### src/rtl/ptx_mode_pkg.sv
package ptx_mode_pkg;
    typedef enum logic [2:0] {
        MODE_OFF     = 3'd0,
        MODE_IDLE1   = 3'd1,
        MODE_IDLE2   = 3'd2,
        MODE_TXSET   = 3'd3,
        MODE_TX      = 3'd4,
        MODE_RXSET   = 3'd5,
        MODE_RXWAIT  = 3'd6,
        MODE_BACKOFF = 3'd7
    } mode_e;
endpackage

### src/rtl/ptx_us_timer.sv
module ptx_us_timer #(
    parameter int W       = 12,
    parameter int RST_LEN = 1500
) (
    input  logic         clk,
    input  logic         rst_n,
    input  logic         tick,
    input  logic         load,
    input  logic [W-1:0] len,
    output logic         expired
);
    logic [W-1:0] cnt;

    always_ff @(posedge clk or negedge rst_n) begin
        if (!rst_n)
            cnt <= W'(RST_LEN);
        else if (load)
            cnt <= len;
        else if (tick && cnt != '0)
            cnt <= cnt - 1'b1;
    end

    assign expired = (cnt == '0);

    // a freshly loaded non-zero wait cannot report expiry on the following cycle
    assert_no_early_expiry_R4: assert property (@(posedge clk) disable iff (!rst_n)
        (load && len != '0) |=> !expired);
endmodule

### src/rtl/ptx_ce_qual.sv
module ptx_ce_qual #(
    parameter int MIN_US = 10
) (
    input  logic clk,
    input  logic rst_n,
    input  logic tick,
    input  logic ce,
    output logic ok
);
    localparam int CW = $clog2(MIN_US + 1) + 1;
    localparam logic [CW-1:0] HELD = CW'(MIN_US);

    logic [CW-1:0] held_us;

    always_ff @(posedge clk or negedge rst_n) begin
        if (!rst_n)
            held_us <= '0;
        else if (!ce)
            held_us <= '0;
        else if (tick && held_us != HELD)
            held_us <= held_us + 1'b1;
    end

    assign ok = ce && (held_us == HELD);

    // qualification is never granted to an enable that was low on the previous cycle
    assert_ce_history_R3: assert property (@(posedge clk) disable iff (!rst_n)
        ok |-> $past(ce));
endmodule

### src/rtl/ptx_loss_counters.sv
module ptx_loss_counters #(
    parameter int CW = 4
) (
    input  logic          clk,
    input  logic          rst_n,
    input  logic          retry_clr,
    input  logic          retry_inc,
    input  logic          lost_inc,
    input  logic          lost_clr,
    output logic [CW-1:0] retry_cnt,
    output logic [CW-1:0] lost_cnt
);
    localparam logic [CW-1:0] TOP = '1;

    always_ff @(posedge clk or negedge rst_n) begin
        if (!rst_n)
            retry_cnt <= '0;
        else if (retry_clr)
            retry_cnt <= '0;
        else if (retry_inc && retry_cnt != TOP)
            retry_cnt <= retry_cnt + 1'b1;
    end

    always_ff @(posedge clk or negedge rst_n) begin
        if (!rst_n)
            lost_cnt <= '0;
        else if (lost_clr)
            lost_cnt <= '0;
        else if (lost_inc && lost_cnt != TOP)
            lost_cnt <= lost_cnt + 1'b1;
    end

    assert_lost_monotonic_R8: assert property (@(posedge clk) disable iff (!rst_n)
        !lost_clr |=> lost_cnt >= $past(lost_cnt));
    assert_lost_saturates_R8: assert property (@(posedge clk) disable iff (!rst_n)
        (lost_cnt == TOP && !lost_clr) |=> lost_cnt == TOP);
    assert_lost_cleared_R12: assert property (@(posedge clk) disable iff (!rst_n)
        lost_clr |=> lost_cnt == '0);
    assert_retry_restart_R11: assert property (@(posedge clk) disable iff (!rst_n)
        retry_clr |=> retry_cnt == '0);
endmodule

### src/rtl/ptx_mode_ctrl.sv
module ptx_mode_ctrl
    import ptx_mode_pkg::*;
#(
    parameter int START_US    = 1500,
    parameter int SETTLE_US   = 130,
    parameter int CE_MIN_US   = 10,
    parameter int ACK_WAIT_US = 250,
    parameter int STEP_US     = 250,
    parameter int DLY_W       = 4,
    parameter int CNT_W       = 4
) (
    input  logic             clk,
    input  logic             rst_n,
    input  logic             us_tick,
    input  logic             pwr_up,
    input  logic             chip_en,
    input  logic             fifo_empty,
    input  logic             no_ack_flag,
    input  logic             auto_ack_en,
    input  logic [DLY_W-1:0] retry_delay,
    input  logic [CNT_W-1:0] retry_limit,
    input  logic             tx_done,
    input  logic             ack_rcvd,
    input  logic             chan_write,
    input  logic             maxrt_clear,
    output logic [2:0]       mode,
    output logic             tx_start,
    output logic             rx_enable,
    output logic [CNT_W-1:0] retry_cnt,
    output logic [CNT_W-1:0] lost_cnt,
    output logic             sent_pulse,
    output logic             max_rt_pulse,
    output logic             max_rt_flag
);
    localparam int BACKOFF_MAX = (1 << DLY_W) * STEP_US;
    localparam int LONG_A  = (START_US > SETTLE_US) ? START_US : SETTLE_US;
    localparam int LONG_B  = (ACK_WAIT_US > BACKOFF_MAX) ? ACK_WAIT_US : BACKOFF_MAX;
    localparam int LONGEST = (LONG_A > LONG_B) ? LONG_A : LONG_B;
    localparam int TW      = $clog2(LONGEST + 1);
    localparam logic [TW-1:0] LEN_START  = TW'(START_US);
    localparam logic [TW-1:0] LEN_SETTLE = TW'(SETTLE_US);
    localparam logic [TW-1:0] LEN_ACK    = TW'(ACK_WAIT_US);

    mode_e         state, state_nx;
    logic          tmr_load, tmr_expired;
    logic [TW-1:0] tmr_len, backoff_len;
    logic          ce_ok;
    logic          launch, ev_sent, ev_maxrt;
    logic          retry_clr, retry_inc, lost_inc;

    assign backoff_len = TW'((32'(retry_delay) + 32'd1) * 32'(STEP_US));

    ptx_us_timer #(.W(TW), .RST_LEN(START_US)) u_timer (
        .clk     (clk),
        .rst_n   (rst_n),
        .tick    (us_tick),
        .load    (tmr_load),
        .len     (tmr_len),
        .expired (tmr_expired)
    );

    ptx_ce_qual #(.MIN_US(CE_MIN_US)) u_ce_qual (
        .clk   (clk),
        .rst_n (rst_n),
        .tick  (us_tick),
        .ce    (chip_en),
        .ok    (ce_ok)
    );

    ptx_loss_counters #(.CW(CNT_W)) u_counters (
        .clk       (clk),
        .rst_n     (rst_n),
        .retry_clr (retry_clr),
        .retry_inc (retry_inc),
        .lost_inc  (lost_inc),
        .lost_clr  (chan_write),
        .retry_cnt (retry_cnt),
        .lost_cnt  (lost_cnt)
    );

    // next-state and event decode
    always_comb begin
        state_nx  = state;
        tmr_load  = 1'b0;
        tmr_len   = LEN_SETTLE;
        launch    = 1'b0;
        ev_sent   = 1'b0;
        ev_maxrt  = 1'b0;
        retry_clr = 1'b0;
        retry_inc = 1'b0;
        lost_inc  = 1'b0;
        if (!pwr_up) begin
            state_nx = MODE_OFF;
            tmr_load = 1'b1;
            tmr_len  = LEN_START;
        end else begin
            unique case (state)
                MODE_OFF: begin
                    if (tmr_expired)
                        state_nx = MODE_IDLE1;
                end
                MODE_IDLE1: begin
                    if (ce_ok && !fifo_empty && !max_rt_flag) begin
                        state_nx  = MODE_TXSET;
                        tmr_load  = 1'b1;
                        retry_clr = 1'b1;
                    end
                end
                MODE_IDLE2: begin
                    if (!chip_en) begin
                        state_nx = MODE_IDLE1;
                    end else if (!fifo_empty && !max_rt_flag) begin
                        state_nx  = MODE_TXSET;
                        tmr_load  = 1'b1;
                        retry_clr = 1'b1;
                    end
                end
                MODE_TXSET: begin
                    if (tmr_expired) begin
                        state_nx = MODE_TX;
                        launch   = 1'b1;
                    end
                end
                MODE_TX: begin
                    if (tx_done) begin
                        if (auto_ack_en && !no_ack_flag) begin
                            state_nx = MODE_RXSET;
                            tmr_load = 1'b1;
                        end else begin
                            ev_sent = 1'b1;
                            if (!chip_en) begin
                                state_nx = MODE_IDLE1;
                            end else if (!fifo_empty) begin
                                launch    = 1'b1;
                                retry_clr = 1'b1;
                            end else begin
                                state_nx = MODE_IDLE2;
                            end
                        end
                    end
                end
                MODE_RXSET: begin
                    if (tmr_expired) begin
                        state_nx = MODE_RXWAIT;
                        tmr_load = 1'b1;
                        tmr_len  = LEN_ACK;
                    end
                end
                MODE_RXWAIT: begin
                    if (ack_rcvd) begin
                        ev_sent = 1'b1;
                        if (!chip_en) begin
                            state_nx = MODE_IDLE1;
                        end else if (!fifo_empty) begin
                            state_nx  = MODE_TXSET;
                            tmr_load  = 1'b1;
                            retry_clr = 1'b1;
                        end else begin
                            state_nx = MODE_IDLE2;
                        end
                    end else if (tmr_expired) begin
                        lost_inc = 1'b1;
                        if (retry_cnt < retry_limit) begin
                            state_nx = MODE_BACKOFF;
                            tmr_load = 1'b1;
                            tmr_len  = backoff_len;
                        end else begin
                            state_nx = MODE_IDLE1;
                            ev_maxrt = 1'b1;
                        end
                    end
                end
                MODE_BACKOFF: begin
                    if (tmr_expired) begin
                        state_nx  = MODE_TXSET;
                        tmr_load  = 1'b1;
                        retry_inc = 1'b1;
                    end
                end
                default: state_nx = MODE_OFF;
            endcase
        end
    end

    // state register
    always_ff @(posedge clk or negedge rst_n) begin
        if (!rst_n)
            state <= MODE_OFF;
        else
            state <= state_nx;
    end

    // registered outputs
    always_ff @(posedge clk or negedge rst_n) begin
        if (!rst_n) begin
            tx_start     <= 1'b0;
            rx_enable    <= 1'b0;
            sent_pulse   <= 1'b0;
            max_rt_pulse <= 1'b0;
            max_rt_flag  <= 1'b0;
        end else begin
            tx_start     <= launch;
            rx_enable    <= (state_nx == MODE_RXWAIT);
            sent_pulse   <= ev_sent;
            max_rt_pulse <= ev_maxrt;
            if (ev_maxrt)
                max_rt_flag <= 1'b1;
            else if (maxrt_clear)
                max_rt_flag <= 1'b0;
        end
    end

    assign mode = state;

    assert_power_off_R2: assert property (@(posedge clk) disable iff (!rst_n)
        !pwr_up |=> state == MODE_OFF);
    assert_start_in_tx_R4: assert property (@(posedge clk) disable iff (!rst_n)
        tx_start |-> state == MODE_TX);
    assert_tx_via_settle_R4: assert property (@(posedge clk) disable iff (!rst_n)
        (state == MODE_TX && $past(state) != MODE_TX) |-> $past(state) == MODE_TXSET);
    assert_rx_only_waiting_R7: assert property (@(posedge clk) disable iff (!rst_n)
        rx_enable |-> state == MODE_RXWAIT);
    assert_retry_from_backoff_R9: assert property (@(posedge clk) disable iff (!rst_n)
        (retry_cnt != $past(retry_cnt) && retry_cnt != '0) |-> $past(state) == MODE_BACKOFF);
    assert_lockout_R10: assert property (@(posedge clk) disable iff (!rst_n)
        (max_rt_flag && (state == MODE_IDLE1 || state == MODE_IDLE2)) |=> state != MODE_TXSET);
    assert_events_exclusive_R13: assert property (@(posedge clk) disable iff (!rst_n)
        !(sent_pulse && max_rt_pulse));
endmodule

### config.mk
export PLATFORM = sky130hd
export DESIGN_NAME = ptx_mode_ctrl
export DESIGN_NICKNAME = d
export VERILOG_FILES = /design/src/rtl/ptx_mode_pkg.sv /design/src/rtl/ptx_us_timer.sv /design/src/rtl/ptx_ce_qual.sv /design/src/rtl/ptx_loss_counters.sv /design/src/rtl/ptx_mode_ctrl.sv
export SDC_FILE = /design/constraint.sdc
export NUM_CORES = 1
export LEC_CHECK = 0
export ABC_AREA = 1
export BUFFER_PORTS_ARGS = -buffer_cell sky130_fd_sc_hd__buf_2
export CAP_MARGIN = 20
export CORE_MARGIN = 2
export CORE_UTILIZATION = 60
export DETAILED_ROUTE_END_ITERATION = 6
export PLACE_DENSITY = 0.8
export SLEW_MARGIN = 25
export SYNTH_ARGS = -nofsm -noshare
export SYNTH_HDL_FRONTEND = slang
export SYNTH_SLANG_ARGS = --single-unit
### constraint.sdc
create_clock -name clk -period 2.54 [get_ports clk]
set_input_delay 0.381 -clock clk [delete_from_list [all_inputs] [get_ports clk]]
set_output_delay 0.381 -clock clk [all_outputs]
set_load 0.05 [all_outputs]
==> key figures, run 1 <==
Finish
  • Area Growth Syn to Fin: 25.47%
  • N_diodes: 0
  • Most frequent cells in the layout: 120 x nand2_1, 73 x inv_1, 51 x nor2_1
  • Most common cell after layout, fill and taps aside: nand2_1
  • Fin nets: 607
  • Share of layout cells above drive strength 1: 24.91%
  • Final Cell Area: 0.004105 mm2

Run status
  • Failing checks: setup timing
  • Status: complete, but fails checks

Global routing
  • Initial antenna violation count: 0
  • GRT Max-Usage Layer: met2
  • Met2 Use GR: 52.41%
  • Met3 usage: 5.000%
  • First-pass GRT wire length: 14,480 um
  • Largest net degree at the start of global routing: 34
  • GR Layer Usage met1: 35.07%
  • Grt ovf: 0
  • Vias in the first global route: 3,405
  • Total track usage: 29.58%

Synth
  • Syn nets: 536
  • Synth warn: 0
  • Synth Area in XOR/XNOR: 2.945%
  • EDFF count, synth: 0
  • Yosys cell types: 39
  • Avg Cell Area, Syn: 6.845 um2
  • Cell area after synthesis: 0.003272 mm2
  • Top FF cell, synth: dfrtp_1
  • Seq cells post-synth: 33
  • Area leader, netlist: dfrtp_1
  • Post-synthesis mux area share: 0%
  • Part of the Yosys area used for sequential elements: 25.51%
  • Synth Instances: 478
  • Area contributors post-synth: dfrtp_1 20%, nand2_1 14%, ha_1 11%
  • Post-synthesis adder-cell area fraction: 16.83%
  • Post-Synth Simple-Gate Area: 36.48%
  • Compound-Gate Fraction of Synth Area: 7.304%
  • Main combinational cell family by area after synthesis: simple AND/OR/NAND/NOR gates
  • Share of flip-flops with an asynchronous set or reset: 100.0%
  • Yosys top cell area share: 19.89%

STA
  • Hold Fails Final Rpt: 0
  • Worst rel slew slack: 49.54%
  • Clk_skew: 0.004133 ns
  • RSZ-0062 raised after global routing: yes
  • Count of final setup violators: 7
  • Max Fclk: 304.4 MHz
  • Minimum clock period: 3.286 ns
  • Tcrit/Tclk final: 129.4%
  • Slew Limit Fails: 0
  • Final setup TNS: -3.752 ns
  • Measured slew at the worst slew-check pin: 0.7570 ns
  • Final worst slack: -0.7456 ns
  • WHS: 0.1479 ns

Routing
  • Final ANT Viol Nets: 0
  • DR WL/cell: 14.05 um
  • Routed vias: 3,377
  • DRT Pass-1 Iters: 7
  • Routed vias/inst: 5.447
  • DRT iter0 DRCs: 187
  • Residual DRC: 0
  • Total wire length: 8712 um

Worst setup path
  • Crit path DAT: 3.52 ns
  • Crit path max fanout: 4
  • Reg2Reg Depth: 13
  • Nature of the critical path endpoint: flop
  • Worst EP required: 2.77 ns
  • WS Path Type: in2reg
  • Critical path launch point type: input pin

Floorplan
  • Initial Utilization: 63.26%
  • # IOs: 36
  • Die width: 77.85 um
  • Floorplan core area: 0.005172 mm2
  • # rows: 26
  • Chip height: 77.85 um
  • Die ar.: 0.006060 mm2

Run
  • Max Cap Viol: 0

Place
  • Dpl cell area: 0.003842 mm2
  • Gpl congestion: 0.9174
  • Port-buffer cells: 35
  • DP Wirelength: 6347 um

CTS
  • H-tree depth: 2
  • Num CTS Buffers: 5
  • Root Driver: clkbuf_8
  • Worst skew pair latency: 0.29 ns
  • CTS tree: built
  • Post-CTS Hold Fix Bufs: 0
  • Clock-pin transition on the worst setup and hold timing paths: 0.08 ns
  • Clock sinks: 33
  • Clock tree buffer depth: 2

Worst hold path
  • Hold Crit Class: in2async

Power and ir drop
  • Peak supply drop: 0.3896 mV
  • P_leak: 2.244 nW
  • Pwr dens: 546.6 mW/mm2
[timing repair]
item	CTS	global route
pin swaps	22	12
gates resized for setup	21	7
setup buffers	3	4
endpoints found under the setup margin	7	7
[cell usage after synthesis (2+ instances only)]
library cell,number
a21oi_1,18
dfrtp_1,26
xor2_1,8
o21a_1,2
nand4_1,11
nand2_4,2
ha_1,28
dfstp_2,7
nor2_2,2
nor3_1,8
o21ai_1,2
inv_2,4
nor2_1,52
inv_1,82
nand3_1,41
o21ai_0,16
o21bai_1,2
and2_1,2
xnor2_1,3
nand3b_1,5
fa_1,10
nor2_4,2
nand3_2,2
nand2_1,126
clkbuf_1,2
o31ai_1,2
[cell families after synthesis]
kind of cell,Yosys count
and+or+nand+nor,260
buffers and inverters,92
AOI/OAI and AO/OA,44
adders and majority gates,38
DFF,33
xor gates and xnor gates,11
[report_power, final]
part	leakage, nW	switching, W	internal, W
sequential	0.425	0.0000317	0.000560
combinational	1.77	0.000599	0.000534
clock	0.0543	0.000226	0.000294
total	2.24	0.000856	0.00139
[flip-flops by register name, indices dropped and copies added (netlist names)]
| name | cells |
|---|---|
| u_timer.cnt | 12 |
| u_counters.retry_cnt | 4 |
| max_rt_flag | 1 |
| mode | 3 |
| rx_enable | 1 |
| sent_pulse | 1 |
| tx_start | 1 |
| u_counters.lost_cnt | 4 |
| u_ce_qual.held_us | 5 |
| max_rt_pulse | 1 |
[worst max-delay path, stage by stage]
cell     delay, ns
buf_8         0.11
nand3_4       0.10
xor2_4        0.16
inv_2         0.06
fa_1          0.57
inv_2         0.07
fa_1          0.48
inv_1         0.05
fa_1          0.49
inv_2         0.04
ha_4          0.28
nand2_2       0.06
inv_2         0.07
nand3_2       0.09
nand3_2       0.08
nand2_1       0.07
nand4_1       0.09
nand2_1       0.05
inv_1         0.05
nand2_1       0.05
nand2_1       0.05
nand2_1       0.05
[layer usage]
metal	routed length, um	part of all wire, %	vias to the layer above
met1	3473	40	1564
met5	0	0	-
li1	-	-	1651
met3	469	5.4	33
met4	284	3.3	0
met2	4484	51	129
[layout make-up]
class	instances	area (um2)
flip-flops and latches	33	834.6
clock inverters	3	46.29
multi-input cells	353	2273
clock buffers	5	68.82
inverters	86	322.8
fillers	352	1067
well taps	70	87.58
repair buffers	70	471.7
[final timing paths]
check	startpoint	to	slack [ns]
setup / recovery	retry_delay[0]	u_timer.cnt[10]$_DFFE_PN1P_	-0.75
hold / removal	rst_n	u_timer.cnt[0]$_DFFE_PN0P_	0.15
setup reg to reg	u_timer.cnt[0]$_DFFE_PN0P_	u_timer.cnt[9]$_DFFE_PN0P_	0.34
hold reg to reg	u_timer.cnt[10]$_DFFE_PN1P_	u_timer.cnt[10]$_DFFE_PN1P_	0.50
max in group asynchronous	rst_n	rx_enable$_DFF_PN0_	1.91
min in group clk	chan_write	u_counters.lost_cnt[1]$_DFFE_PN0P_	0.27
[per-stage QoR]
stage / total power (W) / util (%) / cells / setup WS (ns)
6_report: 0.002244 / 79.37 / 620 / -0.7456
5_1_grt: 0.002399 / 79.37 / 620 / -0.9286
4_1_cts: 0.002163 / 78.35 / 616 / -0.6473
3_5_place_dp: 0.001541 / 74.29 / 605 / -1.064
3_3_place_gp: 0.001500 / 74.29 / 605 / -0.9814
2_1_floorplan: 0.001229 / - / 478 / -0.8563
(Power assumes the default switching activity.)
==> inputs of run 2 (changes only) <==
- RECOVER_POWER: unset -> 100
- SETUP_SLACK_MARGIN: unset -> 0.5
==> key figures, run 2 (synthesis results as in run 1) <==
Run status
  • Status: complete, but fails checks
  • Failing checks: capacitance limit, slew limit, setup timing

Finish
  • Area Growth Syn to Fin: 29.06%
  • Most frequent cells in the layout: 118 x nand2_1, 74 x inv_1, 49 x nor2_1
  • Top flop regs: u_timer.cnt (12), u_ce_qual.held_us (5)
  • Multi-input logic area: 0.002327 mm2 (+2.4%)
  • Fin nets: 619 (+2.0%)
  • Final Util: 81.64% (+2.3 points)
  • Most common cell after layout, fill and taps aside: nand2_1
  • Register area: 834.6 um2 (unchanged)
  • Layout fillers: 340 (-3.4%)
  • N_diodes: 0 (unchanged)
  • Share of layout cells above drive strength 1: 24.56% (-0.35 points)
  • Max reg flops: 12 (unchanged)
  • Largest Register: u_timer.cnt

Routing
  • Routed vias: 3,478 (+3.0%)
  • DRT Pass-1 Iters: 6 (-1)
  • Residual DRC: 0 (unchanged)
  • Routed vias/inst: 5.503 (+1.0%)
  • Total wire length: 9509 um (+9.1%)
  • Final ANT Viol Nets: 0 (unchanged)
  • DR WL/cell: 15.05 um (+7.1%)
  • DRT iter0 DRCs: 222 (+19%)

STA
  • Hold Fails Final Rpt: 0 (unchanged)
  • Tcrit/Tclk final: 130.5% (+1.2 points)
  • Count of final setup violators: 7 (unchanged)
  • Measured slew at the worst slew-check pin: 1.832 ns (+1.075 ns)
  • Minimum clock period: 3.316 ns (+0.03018 ns)
  • Worst rel slew slack: -22.14% (-72 points)
  • Clk_skew: 0.004296 ns (+0.0001635 ns)
  • Max Fclk: 301.6 MHz (-0.91%)
  • Slew Limit Fails: 34 (+34)
  • WHS: 0.2699 ns (+0.1220 ns)
  • Final worst slack: -0.7758 ns (-0.03018 ns)
  • RSZ-0062 raised after global routing: yes

Floorplan
  • # IOs: 36 (unchanged)
  • Floorplan core area: 0.005172 mm2 (unchanged)
  • Die width: 77.85 um (unchanged)
  • Die ar.: 0.006060 mm2 (unchanged)
  • # rows: 26 (unchanged)
  • Chip height: 77.85 um (unchanged)
  • Initial Utilization: 63.26% (unchanged)

Global routing
  • Vias in the first global route: 3,406 (+0.029%)
  • First-pass GRT wire length: 14,480 um (unchanged)
  • Grt ovf: 0 (unchanged)
  • Total track usage: 29.58% (unchanged)
  • Initial antenna violation count: 0 (unchanged)
  • Largest net degree at the start of global routing: 34 (unchanged)

Worst setup path
  • Critical path launch point type: input pin
  • Crit path max fanout: 4 (unchanged)
  • Crit. path cell count: 22 (unchanged)
  • Crit path DAT: 3.54 ns (+0.02 ns)
  • Nature of the critical path endpoint: flop
  • Reg2Reg Depth: 12 (-1)
  • CP max stage cell: fa_1
  • Worst EP required: 2.77 ns (about the same)
  • CP top delay family: adder cells
  • Crit path buf inv count: 7 (unchanged)
  • Slowest stage delay, CP: 0.58 ns (about the same)
  • Cells along the critical path: buf_8 -> nand3_4 -> xor2_4 -> inv_2 -> fa_1 -> inv_2 -> fa_1 -> inv_1 -> fa_1 -> inv_2 -> ha_4 -> nand2_2 -> inv_2 -> nand3_2 -> nand3_2 -> nand2_1 -> nand4_1 -> nand2_1 -> inv_1 -> nand2_1 -> nand2_1 -> nand2_1
  • Most used cell, CP: nand2_1
  • WS Path Type: in2reg

Power and ir drop
  • Pwr dens: 544.3 mW/mm2 (-0.41%)
  • P_leak: 2.188 nW (-2.5%)
  • Peak supply drop: 0.4057 mV (+4.1%)

CTS
  • Num CTS Buffers: 5 (unchanged)
  • Worst skew pair latency: 0.29 ns (about the same)
  • Clock tree buffer depth: 2 (unchanged)
  • Clock sinks: 33 (unchanged)
  • H-tree depth: 2 (unchanged)
  • Post-CTS Hold Fix Bufs: 0 (unchanged)
  • Root Driver: clkbuf_8
  • Clock-pin transition on the worst setup and hold timing paths: 0.08 ns (about the same)
  • CTS tree: built

Run
  • Max Cap Viol: 1 (+1)

Place
  • Pre-CTS WS: -1.064 ns (unchanged)
  • Port-buffer cells: 35 (unchanged)
  • DP Wirelength: 6347 um (unchanged)
  • Gpl congestion: 0.9174 (unchanged)

Worst hold path
  • Hold Crit Class: in2reg
  • Hold depth: 2
==> run 2: changes by cell type in the layout (fill, tap and decap cells not counted), sizes merged <==
cell / before / now
buf: 70 / 63
nor2: 57 / 58
clkbuf: 5 / 23
==> run 2: metal layers <==
| layer | track usage, % | wire, um | up-vias |
|---|---|---|---|
| met4 | 12.68 | 240 | 0 |
| met5 | 0 | 0 | - |
| met1 | 35.07 | 3625 | 1610 |
| met2 | 52.41 | 5089 | 161 |
| li1 | - | - | 1677 |
| met3 | 5.000 | 554 | 30 |
==> run 2: metrics by stage <==
stage	instance area [um2]	cells	total power [W]	setup TNS, ns
5_1_grt	4223	632	0.002442	-5.317
3_3_place_gp	3842	605	0.001500	-5.868
4_1_cts	4053	616	0.002164	-3.438
3_5_place_dp	3842	605	0.001541	-6.356
2_1_floorplan	3405	478	0.001229	-4.198
6_report	4223	632	0.002299	-4.152
==> run 2: report_power, final <==
group          switching, W  internal, W  leakage [nW]  total [W]
combinational      0.000628     0.000557          1.71    0.00119
clock              0.000227     0.000294        0.0543   0.000521
sequential        0.0000326     0.000560         0.425   0.000592
==> run 2: area by class of cell <==
cell class,instances,share of cell area [%]
Clock buffer,5,1.630
Clock inverter,3,1.096
Inverter,86,7.704
Multi-Input combinational cell,354,55.11
Sequential cell,33,19.76
Tap cell,70,2.074
Timing Repair Buffer,81,12.62
==> run 2: repair_timing <==
action	CTS	global route
buffers inserted	3	15
setup endpoints to repair	13	19
pin swaps	22	18
gates cloned	0	1
resized for setup	22	27
==> run 2: worst paths after layout <==
path | start | end | slack (ns)
max | retry_delay[0] | u_timer.cnt[10]$_DFFE_PN1P_ | -0.78
min | maxrt_clear | max_rt_flag$_DFFE_PN0P_ | 0.27
max reg2reg | u_timer.cnt[0]$_DFFE_PN0P_ | u_counters.lost_cnt[3]$_DFFE_PN0P_ | 0.09
min reg2reg | u_timer.cnt[10]$_DFFE_PN1P_ | u_timer.cnt[10]$_DFFE_PN1P_ | 0.50
max in group asynchronous | rst_n | u_counters.lost_cnt[3]$_DFFE_PN0P_ | 0.91
min in group asynchronous | rst_n | u_timer.cnt[0]$_DFFE_PN0P_ | 0.57
